$ cat config.mk
export PLATFORM = sky130hd
export DESIGN_NAME = rect_copy_engine
export DESIGN_NICKNAME = d
export VERILOG_FILES = /design/src/rtl/rcopy_pkg.sv /design/src/rtl/rcopy_geom.sv /design/src/rtl/rcopy_walker.sv /design/src/rtl/rcopy_pattern.sv /design/src/rtl/rect_copy_engine.sv
export SDC_FILE = /design/constraint.sdc
export NUM_CORES = 2
export LEC_CHECK = 0
export ABC_AREA = 1
export BUFFER_PORTS_ARGS = -buffer_cell sky130_fd_sc_hd__buf_2
export CORE_MARGIN = 5
export CORE_UTILIZATION = 34
export DETAILED_ROUTE_END_ITERATION = 7
export GPL_ROUTABILITY_DRIVEN = 0
export PLACE_DENSITY = 0.48
export SKIP_CTS_REPAIR_TIMING = 1
export SYNTH_ARGS = -nofsm -noshare
export SYNTH_HDL_FRONTEND = slang
export SYNTH_SLANG_ARGS = --single-unit
$ cat constraint.sdc
create_clock -name clk -period 13 [get_ports clk]
set_input_delay 1.3 -clock clk [delete_from_list [all_inputs] [get_ports clk]]
set_output_delay 1.3 -clock clk [all_outputs]
set_load 0.1 [all_outputs]
$ cat src/rtl/rcopy_pkg.sv
package rcopy_pkg;

    localparam int COORD_W  = 12;
    localparam int COLOUR_W = 32;
    localparam int BPP_W    = 3;
    localparam int ROWB_W   = COORD_W + 2;

    typedef enum logic {
        OP_COPY = 1'b0,
        OP_FILL = 1'b1
    } op_e;

    typedef enum logic [1:0] {
        DIR_HOLD = 2'd0,
        DIR_FWD  = 2'd1,
        DIR_BACK = 2'd2
    } dir_e;

    typedef enum logic [2:0] {
        ST_IDLE  = 3'd0,
        ST_SETUP = 3'd1,
        ST_FILL  = 3'd2,
        ST_REP   = 3'd3,
        ST_RD    = 3'd4,
        ST_WR    = 3'd5,
        ST_DONE  = 3'd6
    } state_e;

    typedef struct packed {
        op_e                 op;
        logic [COORD_W-1:0]  sx;
        logic [COORD_W-1:0]  sy;
        logic [COORD_W-1:0]  dx;
        logic [COORD_W-1:0]  dy;
        logic [COORD_W-1:0]  w;
        logic [COORD_W-1:0]  h;
        logic [COLOUR_W-1:0] colour;
    } req_t;

    // Pick one byte lane of the colour word.
    function automatic logic [7:0] colour_lane(logic [COLOUR_W-1:0] c, logic [1:0] lane);
        return c[8*lane +: 8];
    endfunction

endpackage

$ cat src/rtl/rcopy_geom.sv
module rcopy_geom
    import rcopy_pkg::*;
#(
    parameter int ADDR_W = 24
) (
    input  logic [BPP_W-1:0]   bpp,
    input  logic [COORD_W-1:0] scr_w,
    input  logic [COORD_W-1:0] sx,
    input  logic [COORD_W-1:0] sy,
    input  logic [COORD_W-1:0] dx,
    input  logic [COORD_W-1:0] dy,
    input  logic [COORD_W-1:0] w,
    input  logic [COORD_W-1:0] h,
    output logic [ROWB_W-1:0]  pitch,
    output logic [ROWB_W-1:0]  row_bytes,
    output logic [ADDR_W-1:0]  src_start,
    output logic [ADDR_W-1:0]  dst_start,
    output logic [ADDR_W-1:0]  fill_row0,
    output logic [ADDR_W-1:0]  fill_row1,
    output logic               bottom_up,
    output logic               rev_bytes
);

    localparam int Y_W = COORD_W + 1;

    logic [Y_W-1:0] h_minus1;
    logic [Y_W-1:0] src_y;
    logic [Y_W-1:0] dst_y;

    function automatic logic [ADDR_W-1:0] pix_addr(
        logic [BPP_W-1:0]   b,
        logic [ROWB_W-1:0]  p,
        logic [COORD_W-1:0] x,
        logic [Y_W-1:0]     y
    );
        return ADDR_W'(b) * ADDR_W'(x) + ADDR_W'(p) * ADDR_W'(y);
    endfunction

    always_comb begin
        pitch     = ROWB_W'(bpp) * ROWB_W'(scr_w);
        row_bytes = ROWB_W'(bpp) * ROWB_W'(w);
        bottom_up = (dy > sy);
        rev_bytes = (dy == sy) && (dx > sx);
        h_minus1  = {1'b0, h} - Y_W'(1);
        src_y     = bottom_up ? ({1'b0, sy} + h_minus1) : {1'b0, sy};
        dst_y     = bottom_up ? ({1'b0, dy} + h_minus1) : {1'b0, dy};
        src_start = pix_addr(bpp, pitch, sx, src_y);
        dst_start = pix_addr(bpp, pitch, dx, dst_y);
        fill_row0 = pix_addr(bpp, pitch, dx, {1'b0, dy});
        fill_row1 = fill_row0 + ADDR_W'(pitch);
    end

endmodule

$ cat src/rtl/rcopy_walker.sv
module rcopy_walker
    import rcopy_pkg::*;
#(
    parameter int ADDR_W = 24
) (
    input  logic               clk,
    input  logic               rst,
    input  logic               load,
    input  logic               step,
    input  logic [ADDR_W-1:0]  ld_src,
    input  logic [ADDR_W-1:0]  ld_dst,
    input  dir_e               ld_src_dir,
    input  dir_e               ld_dst_dir,
    input  logic               ld_rev,
    input  logic [ROWB_W-1:0]  ld_row_bytes,
    input  logic [COORD_W-1:0] ld_rows,
    input  logic [ROWB_W-1:0]  ld_pitch,
    output logic [ADDR_W-1:0]  src_addr,
    output logic [ADDR_W-1:0]  dst_addr,
    output logic               last
);

    logic [ADDR_W-1:0]  src_base, dst_base;
    logic [ROWB_W-1:0]  idx, rowb, pitch_q, offset;
    logic [COORD_W-1:0] row, rows;
    dir_e               src_dir, dst_dir;
    logic               rev;
    logic               row_end;

    function automatic logic [ADDR_W-1:0] advance(
        logic [ADDR_W-1:0] base, dir_e d, logic [ROWB_W-1:0] p
    );
        case (d)
            DIR_FWD:  return base + ADDR_W'(p);
            DIR_BACK: return base - ADDR_W'(p);
            default:  return base;
        endcase
    endfunction

    always_comb begin
        row_end  = (idx == rowb - ROWB_W'(1));
        last     = row_end && (row == rows - COORD_W'(1));
        offset   = rev ? (rowb - ROWB_W'(1) - idx) : idx;
        src_addr = src_base + ADDR_W'(offset);
        dst_addr = dst_base + ADDR_W'(offset);
    end

    always_ff @(posedge clk) begin
        if (rst) begin
            src_base <= '0;
            dst_base <= '0;
            idx      <= '0;
            rowb     <= '0;
            pitch_q  <= '0;
            row      <= '0;
            rows     <= '0;
            src_dir  <= DIR_HOLD;
            dst_dir  <= DIR_HOLD;
            rev      <= 1'b0;
        end else if (load) begin
            src_base <= ld_src;
            dst_base <= ld_dst;
            idx      <= '0;
            rowb     <= ld_row_bytes;
            pitch_q  <= ld_pitch;
            row      <= '0;
            rows     <= ld_rows;
            src_dir  <= ld_src_dir;
            dst_dir  <= ld_dst_dir;
            rev      <= ld_rev;
        end else if (step && !last) begin
            if (row_end) begin
                idx      <= '0;
                row      <= row + COORD_W'(1);
                src_base <= advance(src_base, src_dir, pitch_q);
                dst_base <= advance(dst_base, dst_dir, pitch_q);
            end else begin
                idx <= idx + ROWB_W'(1);
            end
        end
    end

    // Byte index never leaves the current row.
    p_idx_in_row_r11: assert property (@(posedge clk) disable iff (rst)
        (rowb != '0) |-> (idx < rowb));

    // Row counter never passes the loaded row count.
    p_row_in_rect_r11: assert property (@(posedge clk) disable iff (rst)
        (rows != '0) |-> (row < rows));

endmodule

$ cat src/rtl/rcopy_pattern.sv
module rcopy_pattern
    import rcopy_pkg::*;
(
    input  logic                clk,
    input  logic                rst,
    input  logic                load,
    input  logic                step,
    input  logic [BPP_W-1:0]    bpp,
    input  logic [COLOUR_W-1:0] colour,
    output logic [7:0]          lane_byte
);

    logic [1:0] phase;
    logic [1:0] top_phase;

    always_comb begin
        top_phase = 2'(bpp - BPP_W'(1));
        lane_byte = colour_lane(colour, phase);
    end

    always_ff @(posedge clk) begin
        if (rst || load) begin
            phase <= '0;
        end else if (step) begin
            phase <= (phase == top_phase) ? 2'd0 : phase + 2'd1;
        end
    end

    // The lane in use always names a byte of the current pixel.
    p_lane_in_pixel_r7: assert property (@(posedge clk) disable iff (rst)
        (bpp != '0) |-> ({1'b0, phase} < bpp));

endmodule

$ cat src/rtl/rect_copy_engine.sv
module rect_copy_engine
    import rcopy_pkg::*;
#(
    parameter int ADDR_W = 24
) (
    input  logic                clk,
    input  logic                rst,
    input  logic                req_valid,
    output logic                req_ready,
    input  logic                req_op,
    input  logic [COORD_W-1:0]  req_src_x,
    input  logic [COORD_W-1:0]  req_src_y,
    input  logic [COORD_W-1:0]  req_dst_x,
    input  logic [COORD_W-1:0]  req_dst_y,
    input  logic [COORD_W-1:0]  req_w,
    input  logic [COORD_W-1:0]  req_h,
    input  logic [COLOUR_W-1:0] req_colour,
    input  logic [BPP_W-1:0]    cfg_bpp,
    input  logic [COORD_W-1:0]  cfg_width,
    output logic                mem_rd_en,
    output logic [ADDR_W-1:0]   mem_rd_addr,
    input  logic [7:0]          mem_rd_data,
    output logic                mem_wr_en,
    output logic [ADDR_W-1:0]   mem_wr_addr,
    output logic [7:0]          mem_wr_data,
    output logic                dmg_valid,
    output logic [COORD_W-1:0]  dmg_x,
    output logic [COORD_W-1:0]  dmg_y,
    output logic [COORD_W-1:0]  dmg_w,
    output logic [COORD_W-1:0]  dmg_h
);

    state_e state, nxt;
    req_t   req_q;

    logic [ROWB_W-1:0]  g_pitch, g_rowb;
    logic [ADDR_W-1:0]  g_src, g_dst, g_row0, g_row1;
    logic               g_bu, g_rev;

    logic               w_load, w_step, w_last;
    logic [ADDR_W-1:0]  w_src, w_dst, ld_src, ld_dst;
    dir_e               ld_sdir, ld_ddir;
    logic               ld_rev;
    logic [COORD_W-1:0] ld_rows;
    logic [7:0]         fill_byte;
    logic               take, zero_req;

    rcopy_geom #(.ADDR_W(ADDR_W)) u_geom (
        .bpp(cfg_bpp), .scr_w(cfg_width),
        .sx(req_q.sx), .sy(req_q.sy), .dx(req_q.dx), .dy(req_q.dy),
        .w(req_q.w), .h(req_q.h),
        .pitch(g_pitch), .row_bytes(g_rowb),
        .src_start(g_src), .dst_start(g_dst),
        .fill_row0(g_row0), .fill_row1(g_row1),
        .bottom_up(g_bu), .rev_bytes(g_rev)
    );

    rcopy_walker #(.ADDR_W(ADDR_W)) u_walk (
        .clk(clk), .rst(rst), .load(w_load), .step(w_step),
        .ld_src(ld_src), .ld_dst(ld_dst),
        .ld_src_dir(ld_sdir), .ld_dst_dir(ld_ddir), .ld_rev(ld_rev),
        .ld_row_bytes(g_rowb), .ld_rows(ld_rows), .ld_pitch(g_pitch),
        .src_addr(w_src), .dst_addr(w_dst), .last(w_last)
    );

    rcopy_pattern u_pat (
        .clk(clk), .rst(rst),
        .load(state == ST_SETUP), .step(state == ST_FILL),
        .bpp(cfg_bpp), .colour(req_q.colour), .lane_byte(fill_byte)
    );

    always_comb begin
        req_ready = (state == ST_IDLE);
        take      = req_valid && req_ready;
        zero_req  = (req_w == '0) || (req_h == '0);
        w_load    = (state == ST_SETUP) || (state == ST_REP);
        w_step    = (state == ST_FILL) || (state == ST_WR);
    end

    // Walker set-up: copy geometry, first fill row, or row replication.
    always_comb begin
        ld_src  = g_src;
        ld_dst  = g_dst;
        ld_sdir = g_bu ? DIR_BACK : DIR_FWD;
        ld_ddir = g_bu ? DIR_BACK : DIR_FWD;
        ld_rev  = g_rev;
        ld_rows = req_q.h;
        if (state == ST_REP) begin
            ld_src  = g_row0;
            ld_dst  = g_row1;
            ld_sdir = DIR_HOLD;
            ld_ddir = DIR_FWD;
            ld_rev  = 1'b0;
            ld_rows = req_q.h - COORD_W'(1);
        end else if (req_q.op == OP_FILL) begin
            ld_src  = g_row0;
            ld_dst  = g_row0;
            ld_sdir = DIR_FWD;
            ld_ddir = DIR_FWD;
            ld_rev  = 1'b0;
            ld_rows = COORD_W'(1);
        end
    end

    always_comb begin
        nxt = state;
        case (state)
            ST_IDLE:  if (req_valid) nxt = zero_req ? ST_IDLE : ST_SETUP;
            ST_SETUP: nxt = (req_q.op == OP_FILL) ? ST_FILL : ST_RD;
            ST_FILL:  if (w_last) nxt = (req_q.h == COORD_W'(1)) ? ST_DONE : ST_REP;
            ST_REP:   nxt = ST_RD;
            ST_RD:    nxt = ST_WR;
            ST_WR:    nxt = w_last ? ST_DONE : ST_RD;
            ST_DONE:  nxt = ST_IDLE;
            default:  nxt = ST_IDLE;
        endcase
    end

    always_ff @(posedge clk) begin
        if (rst) begin
            state <= ST_IDLE;
            req_q <= '0;
        end else begin
            state <= nxt;
            if (take) begin
                req_q.op     <= op_e'(req_op);
                req_q.sx     <= req_src_x;
                req_q.sy     <= req_src_y;
                req_q.dx     <= req_dst_x;
                req_q.dy     <= req_dst_y;
                req_q.w      <= req_w;
                req_q.h      <= req_h;
                req_q.colour <= req_colour;
            end
        end
    end

    always_comb begin
        mem_rd_en   = (state == ST_RD);
        mem_rd_addr = w_src;
        mem_wr_en   = (state == ST_FILL) || (state == ST_WR);
        mem_wr_addr = w_dst;
        mem_wr_data = (state == ST_FILL) ? fill_byte : mem_rd_data;
        dmg_valid   = (state == ST_DONE);
        dmg_x       = req_q.dx;
        dmg_y       = req_q.dy;
        dmg_w       = req_q.w;
        dmg_h       = req_q.h;
    end

    // A read is always answered by a write on the next cycle.
    p_read_then_write_r6: assert property (@(posedge clk) disable iff (rst)
        mem_rd_en |=> (mem_wr_en && !mem_rd_en));

    // Damage lasts one cycle and the engine is idle afterwards.
    p_damage_pulse_r9: assert property (@(posedge clk) disable iff (rst)
        dmg_valid |=> (!dmg_valid && req_ready));

    // Empty rectangles leave the engine idle with a quiet memory port.
    p_empty_quiet_r10: assert property (@(posedge clk) disable iff (rst)
        (req_valid && req_ready && ((req_w == '0) || (req_h == '0)))
        |=> (req_ready && !mem_rd_en && !mem_wr_en && !dmg_valid));

    // Reported rectangle holds still while busy.
    p_busy_fields_hold_r1: assert property (@(posedge clk) disable iff (rst)
        (!req_ready && $past(!req_ready))
        |-> ($stable(dmg_x) && $stable(dmg_y) && $stable(dmg_w) && $stable(dmg_h)));

endmodule

### Word level (Yosys, flattened, before mapping)

Cells that the tools add are included.
W data, S select, Z words.

| word-level totals | value |
|---|---|
| flip-flop bits (word level) | 229 |
| output and inout bits | 108 |
| bits of input ports | 131 |
| logic and storage cells | 122 |

| cells by class | value |
|---|---|
| $add $sub $neg | 21 |
| shift operators | 1 |
| order comparisons | 2 |
| multiply operators | 7 |
| equal/unequal tests | 17 |
| reductions and logical operators | 21 |
| multiplexer cells | 33 |

Operators by type and width:

| kind | count |
|---|---|
| $mux W24 | 10 |
| $add A24 B14 Y24 | 5 |
| $pmux W24 S2 | 2 |
| $add A15 B24 Y24 | 3 |
| $mul A14 B13 Y24 | 2 |
| $sub A24 B14 Y24 | 2 |
| $shiftx A32 B6 Y8 | 1 |
| $mul A3 B12 Y15 | 2 |
| $mul A3 B12 Y14 | 2 |
| $mux W14 | 2 |
| $add A12 B13 Y13 | 2 |
| $mux W13 | 2 |
| $eq A12 B12 Y1 | 2 |
| $gt A12 B12 Y1 | 2 |
| $logic_not A12 Y1 | 2 |
| $mul A14 B12 Y24 | 1 |
| $mux W12 | 2 |
| $sub A12 B1 Y12 const B | 2 |
| $pmux W3 S6 | 1 |
| $add A14 B1 Y14 const B | 1 |
| $eq A14 B14 Y1 | 1 |
| $sub A14 B1 Y14 const B | 1 |
| $sub A14 B14 Y14 | 1 |
| $sub A12 B1 Y13 const B | 1 |
| 24 further kinds | 50 |

### Depth between registers and ports, before layout

| logic depth | value |
|---|---|
| word-level depth | 8 |
| depth in mapped cells | 50 |
| gate-level depth less buffers | 48 |

### Hierarchy

From an unflattened synthesis, not the netlist that was laid out.

| second synthesis, totals | value |
|---|---|
| cell total of the unflattened synthesis | 6161 |
| area, all modules | 42259.3 µm² |

By module, submodules not included:

| module | area an instance (µm²) | times used | cells an instance |
|---|---|---|---|
| rcopy_geom | 24721.2 | 1 | 3379 |
| rcopy_walker | 11611.1 | 1 | 1878 |
| rect_copy_engine | 5546.6 | 1 | 833 |
| rcopy_pattern | 380.4 | 1 | 71 |

### Worst setup path after synthesis

Ideal clock, no wire load.

| timing | value |
|---|---|
| kind | in2reg |
| from | in cfg_bpp[0] |
| to | reg u_walk.dst_base[23] |
| buffers on the path | 3 |
| library setup time | 0.109 ns |
| path slack | 3.505 ns |
| arrival | 9.386 ns |
| data required time | 12.891 ns |
| stages | 46 |
| path through | clkbuf_1 -> clkbuf_1 -> nand2_1 -> fa_1 -> inv_1 -> ha_1 -> fa_1 -> nand3_1 -> nand2_1 -> or2_2 -> nand2_1 -> clkinv_1 -> buf_1 -> nand2_1 -> fa_1 -> fa_1 -> inv_1 -> fa_1 -> [... 10 more ...] -> nand2_1 -> inv_1 -> ha_1 -> nand2_1 -> o21ai_0 -> a21oi_1 -> o21ai_0 -> nand2_1 -> nand2_1 -> nand2_1 -> nor2_2 -> nand3_1 -> inv_1 -> nand2_1 -> nand3_1 -> nand4_1 -> nand2_1 -> inv_1 |

| on the way | value |
|---|---|
| word-level cells in the longest chain between the ends | 6 |
| elaborated cells on any way between the ends | 10 |

RTL lines:

| element | line | text |
|---|---|---|
| start, declared | rect_copy_engine.sv:18 | `input logic [BPP_W-1:0] cfg_bpp,` |
| $mul A3 B12 Y14 * | rcopy_geom.sv:40 | `pitch = ROWB_W'(bpp) * ROWB_W'(scr_w);` |
| net g_pitch[6] | rect_copy_engine.sv:36 | `logic [ROWB_W-1:0] g_pitch, g_rowb;` |
| $mul A14 B12 Y24 or $mul A14 B13 Y24 (tied branches) | rcopy_geom.sv:36 | `return ADDR_W'(b) * ADDR_W'(x) + ADDR_W'(p) * ADDR_W'(y);` |
| $add A15 B24 Y24 | rcopy_geom.sv:36 |  |
| $add A24 B14 Y24 or $mux W24 (tied branches) | rcopy_geom.sv:50, rect_copy_engine.sv:95 |  |
| $mux W24 * | rect_copy_engine.sv:88 | `if (state == ST_REP) begin` |
| $mux W24 * | rcopy_walker.sv:60 | `end else if (load) begin` |
| end signal, assigned | rcopy_walker.sv:62 | `dst_base <= ld_dst;` |
| end signal, assigned | rcopy_walker.sv:76 | `dst_base <= advance(dst_base, dst_dir, pitch_q);` |
| end, declared | rcopy_walker.sv:23 | `logic [ADDR_W-1:0] src_base, dst_base;` |

Mark *: on every way through the listed nets, which the timed path passes. The rest lies on a longest branch.
A chain may end at the register's enable or synchronous reset.

### Worst setup path in the final report

| timing | value |
|---|---|
| from | in cfg_bpp[0] |
| to | reg u_walk.src_base[20] |

| on the way | value |
|---|---|
| word-level cells in the longest chain between the ends | 6 |
| elaborated cells on any way between the ends | 10 |

RTL lines:

| element | line | text |
|---|---|---|
| $mul A3 B12 Y14 | rcopy_geom.sv:40 |  |
| $mul A14 B13 Y24 or $mul A14 B12 Y24 (tied branches) | rcopy_geom.sv:36 |  |
| $add A15 B24 Y24 | rcopy_geom.sv:36 |  |
| $mux W24 | rect_copy_engine.sv:95 | `end else if (req_q.op == OP_FILL) begin` |
| $mux W24 * | rect_copy_engine.sv:88 |  |
| $mux W24 * | rcopy_walker.sv:60 |  |
| end signal, assigned | rcopy_walker.sv:61 | `src_base <= ld_src;` |
| end signal, assigned | rcopy_walker.sv:75 | `src_base <= advance(src_base, src_dir, pitch_q);` |
| end, declared | rcopy_walker.sv:23 |  |

Mark *: on every way between the ends. The rest lies on a longest branch, timed or not.

==> flow_metrics.py <==
metrics = {
    "floorplan": {
        "die_w_um": 355,
        "core_area_um2": 118000,
        "initial_core_util": 0.342,
        "num_io_pins": 239,
        "die_area_um2": 126000,
        "rows": 126,
        "die_h_um": 355,
    },
    "cts": {
        "cts_root_buffer": "clkbuf_16",
        "cts_num_sinks": 228,
        "insertion_delay_ps": 620,
        "clk_pin_slew_ps": 60,
        "cts_tree": "done",
        "clk_path_buf_depth": 3,
        "numCtsBuffers": 30,
        "cts_max_level": 1,
    },
    "placed_design": {
        "place_ws_ps": 2310,
        "portBuffers": 238,
        "place_area_um2": 43000,
        "hpwl_mm": 130,
    },
    "run": {
        "cap_violations": 0,
    },
    "sta": {
        "period_needed_ps": 10180,
        "rsz0062_at_grt": "false",
        "finalCritPeriodShare": 0.783,
        "slew_violations": 0,
        "final_hold_viol_count": 0,
        "slew_headroom": 0.238,
        "setup_ws_ps": 2820,
        "fin_skew_ps": 39.7,
        "final-setup-viol-count": 0,
        "tightest_slew_ps": 1140,
        "fin_tns_setup_ps": 0,
        "whs_ps": 454,
        "maxClockFrequency_mhz": 98.2,
    },
    "yosys": {
        "mappedNetlistArea_um2": 40500,
        "ys_warn_count": 0,
        "syn-num-nets": 6754,
        "synthArstFlopShare": 0,
        "syn_inst": 5734,
        "ys.flop_type": "dfxtp_1",
        "synth_edf_count": 0,
        "ys_seq_elements": 228,
        "yosysUniqueCellTypes": 71,
        "syn_avg_cell_area_um2": 7.06,
        "ys_seq_area_frac": 0.113,
    },
    "cells_and_area": {
        "area_growth_pct": 8.82,
        "final_cell_area_um2": 44100,
        "multi_input_area_um2": 30700,
        "nets": 6855,
        "final_cell_mix": "1232 x nand2_1, 1060 x inv_1, 478 x fa_1",
        "nFillCells": 12800,
        "final_common_cell": "nand2_1",
        "drive_above_1_share": 0.0775,
        "regArea_um2": 4560,
    },
    "setup_path": {
        "crit_path_end": "u_walk.src_base[20]",
        "timing.rr.end": "u_walk.src_base[23]",
        "crit_required_ps": 13550,
        "cp_slowest_stage_delay_ps": 700,
        "crit_path_top_delay_cell": "clkinv_1",
        "rrSetupSlack_ps": 3020,
        "path_common_cell": "fa_1",
        "startpoint": "cfg_bpp[0]",
        "timing.rr.start": "dmg_h[0]",
        "crit_type": "input port to flop",
        "worstSetupEndpointType": "flop",
        "reg2reg_depth": 40,
        "crit_path_max_fanout": 16,
        "cp.arrival_ps": 10730,
        "startpoint_type": "input port",
    },
    "detailed_routing": {
        "first_iter_violations": 3247,
        "route.detailed.wl_per_inst_um": 21.6,
        "drc": 0,
        "vias": 38300,
        "first_pass_iters": 5,
        "vias_per_cell": 5.18,
        "postRouteAntennaNets": 0,
        "drt_wl_total_mm": 160,
    },
    "global_routing": {
        "grt_max_degree": 81,
        "track_usage": 0.248,
        "overflow": 0,
        "antenna_found_initial": 9,
        "grt_pass1_vias": 37400,
        "grt_pass1_wl_mm": 238,
    },
    "min_path": {
        "hp-start": "req_q[15]",
        "hold_path_class": "flop to flop",
    },
    "outcome": {
        "status": "finished, final reports clean",
    },
}
## critical path: cells and delay by family
kind                     cells  cell delay [ps]
buffers and inverters        8             2090
AO/OA/AOI/OAI                5             1530
AND/OR/NAND/NOR             10             1080
XOR/XNOR                     1              530
adder cells (fa/ha/maj)      9             4100
## sequential cells by signal, summed over array words and instances (netlist names)
name / flops
u_walk.pitch_q: 14
u_walk.src_dir: 1
dmg_h: 12
u_walk.rev: 1
dmg_y: 12
u_walk.idx: 14
dmg_x: 12
dmg_w: 12
state: 3
u_walk.dst_dir: 2
u_walk.rows: 12
u_walk.rowb: 14
req_q: 57
u_pat.phase: 2
u_walk.src_base: 24
u_walk.dst_base: 24
u_walk.row: 12
## how the worst min path moves through the flow
| stage | depth (start not counted) | endpoint |
|---|---|---|
| 6_report | 2 | req_q[15] |
| 5_1_grt | 2 | req_q[13] |
| 4_1_cts | 2 | req_q[14] |
| 3_5_place_dp | 2 | req_q[14] |
| 3_3_place_gp | 2 | req_q[23] |
| 2_1_floorplan | 2 | req_q[16] |
## Yosys cell counts, drive strengths merged, types with 6 or more instances
library cell	instances	share of area
o22ai	26	0.0040
xor2	137	0.030
dfxtp	228	0.11
o211ai	16	0.0032
nand3b	12	0.0022
xnor2	56	0.012
clkinv	14	0.0013
inv	1070	0.099
o21a	20	0.0037
nor4	15	0.0023
a31oi	39	0.0060
or2	18	0.0028
a21oi	438	0.054
nand4	57	0.0093
nand2	1245	0.12
ha	411	0.13
o221ai	6	0.0013
clkbuf	160	0.015
o21bai	15	0.0028
a211oi	19	0.0044
nand3	212	0.027
o21ai	368	0.046
fa	478	0.24
nor3	57	0.0079
o31ai	6	0.0011
buf	78	0.013
o32ai	8	0.0017
nor2	471	0.045
a21o	19	0.0035
## layer usage
metal / vias up / part of all wire / global-route usage / wire (um)
met1: 18600 / 0.46 / 0.359 / 74400
met5: - / 0 / 0 / 0
met4: 0 / 0.031 / 0.0647 / 4970
li1: 18300 / - / - / -
met3: 192 / 0.064 / 0.0308 / 10300
met2: 1300 / 0.44 / 0.392 / 70400
## cells by family after synthesis
logic type	count (synthesis)	synth area share
flops	228	0.113
buf+inv	1322	0.129
fa+ha+maj	889	0.363
compound gates	1004	0.137
simple gates	2097	0.215
xor+xnor	194	0.0425
## per-stage QoR
stage                     utilization  instances
after CTS                       0.373       7395
after detailed placement        0.364       7339
after floorplan                     -       5734
after global placement          0.364       7339
after global routing            0.373       7396
final                           0.373       7397
## cell type report
type / count / area share
diodes: 2 / 0.000114
clock buffers: 38 / 0.0189
clock inverters: 18 / 0.00474
inverters: 1084 / 0.0926
multi-input cells: 4184 / 0.698
flip-flops and latches: 228 / 0.104
well taps: 1536 / 0.0436
repair buffers: 307 / 0.0388
Power is left out: the tool's default activity adds up to more than one toggle a clock period on the data nets, which glitch-free logic cannot reach.
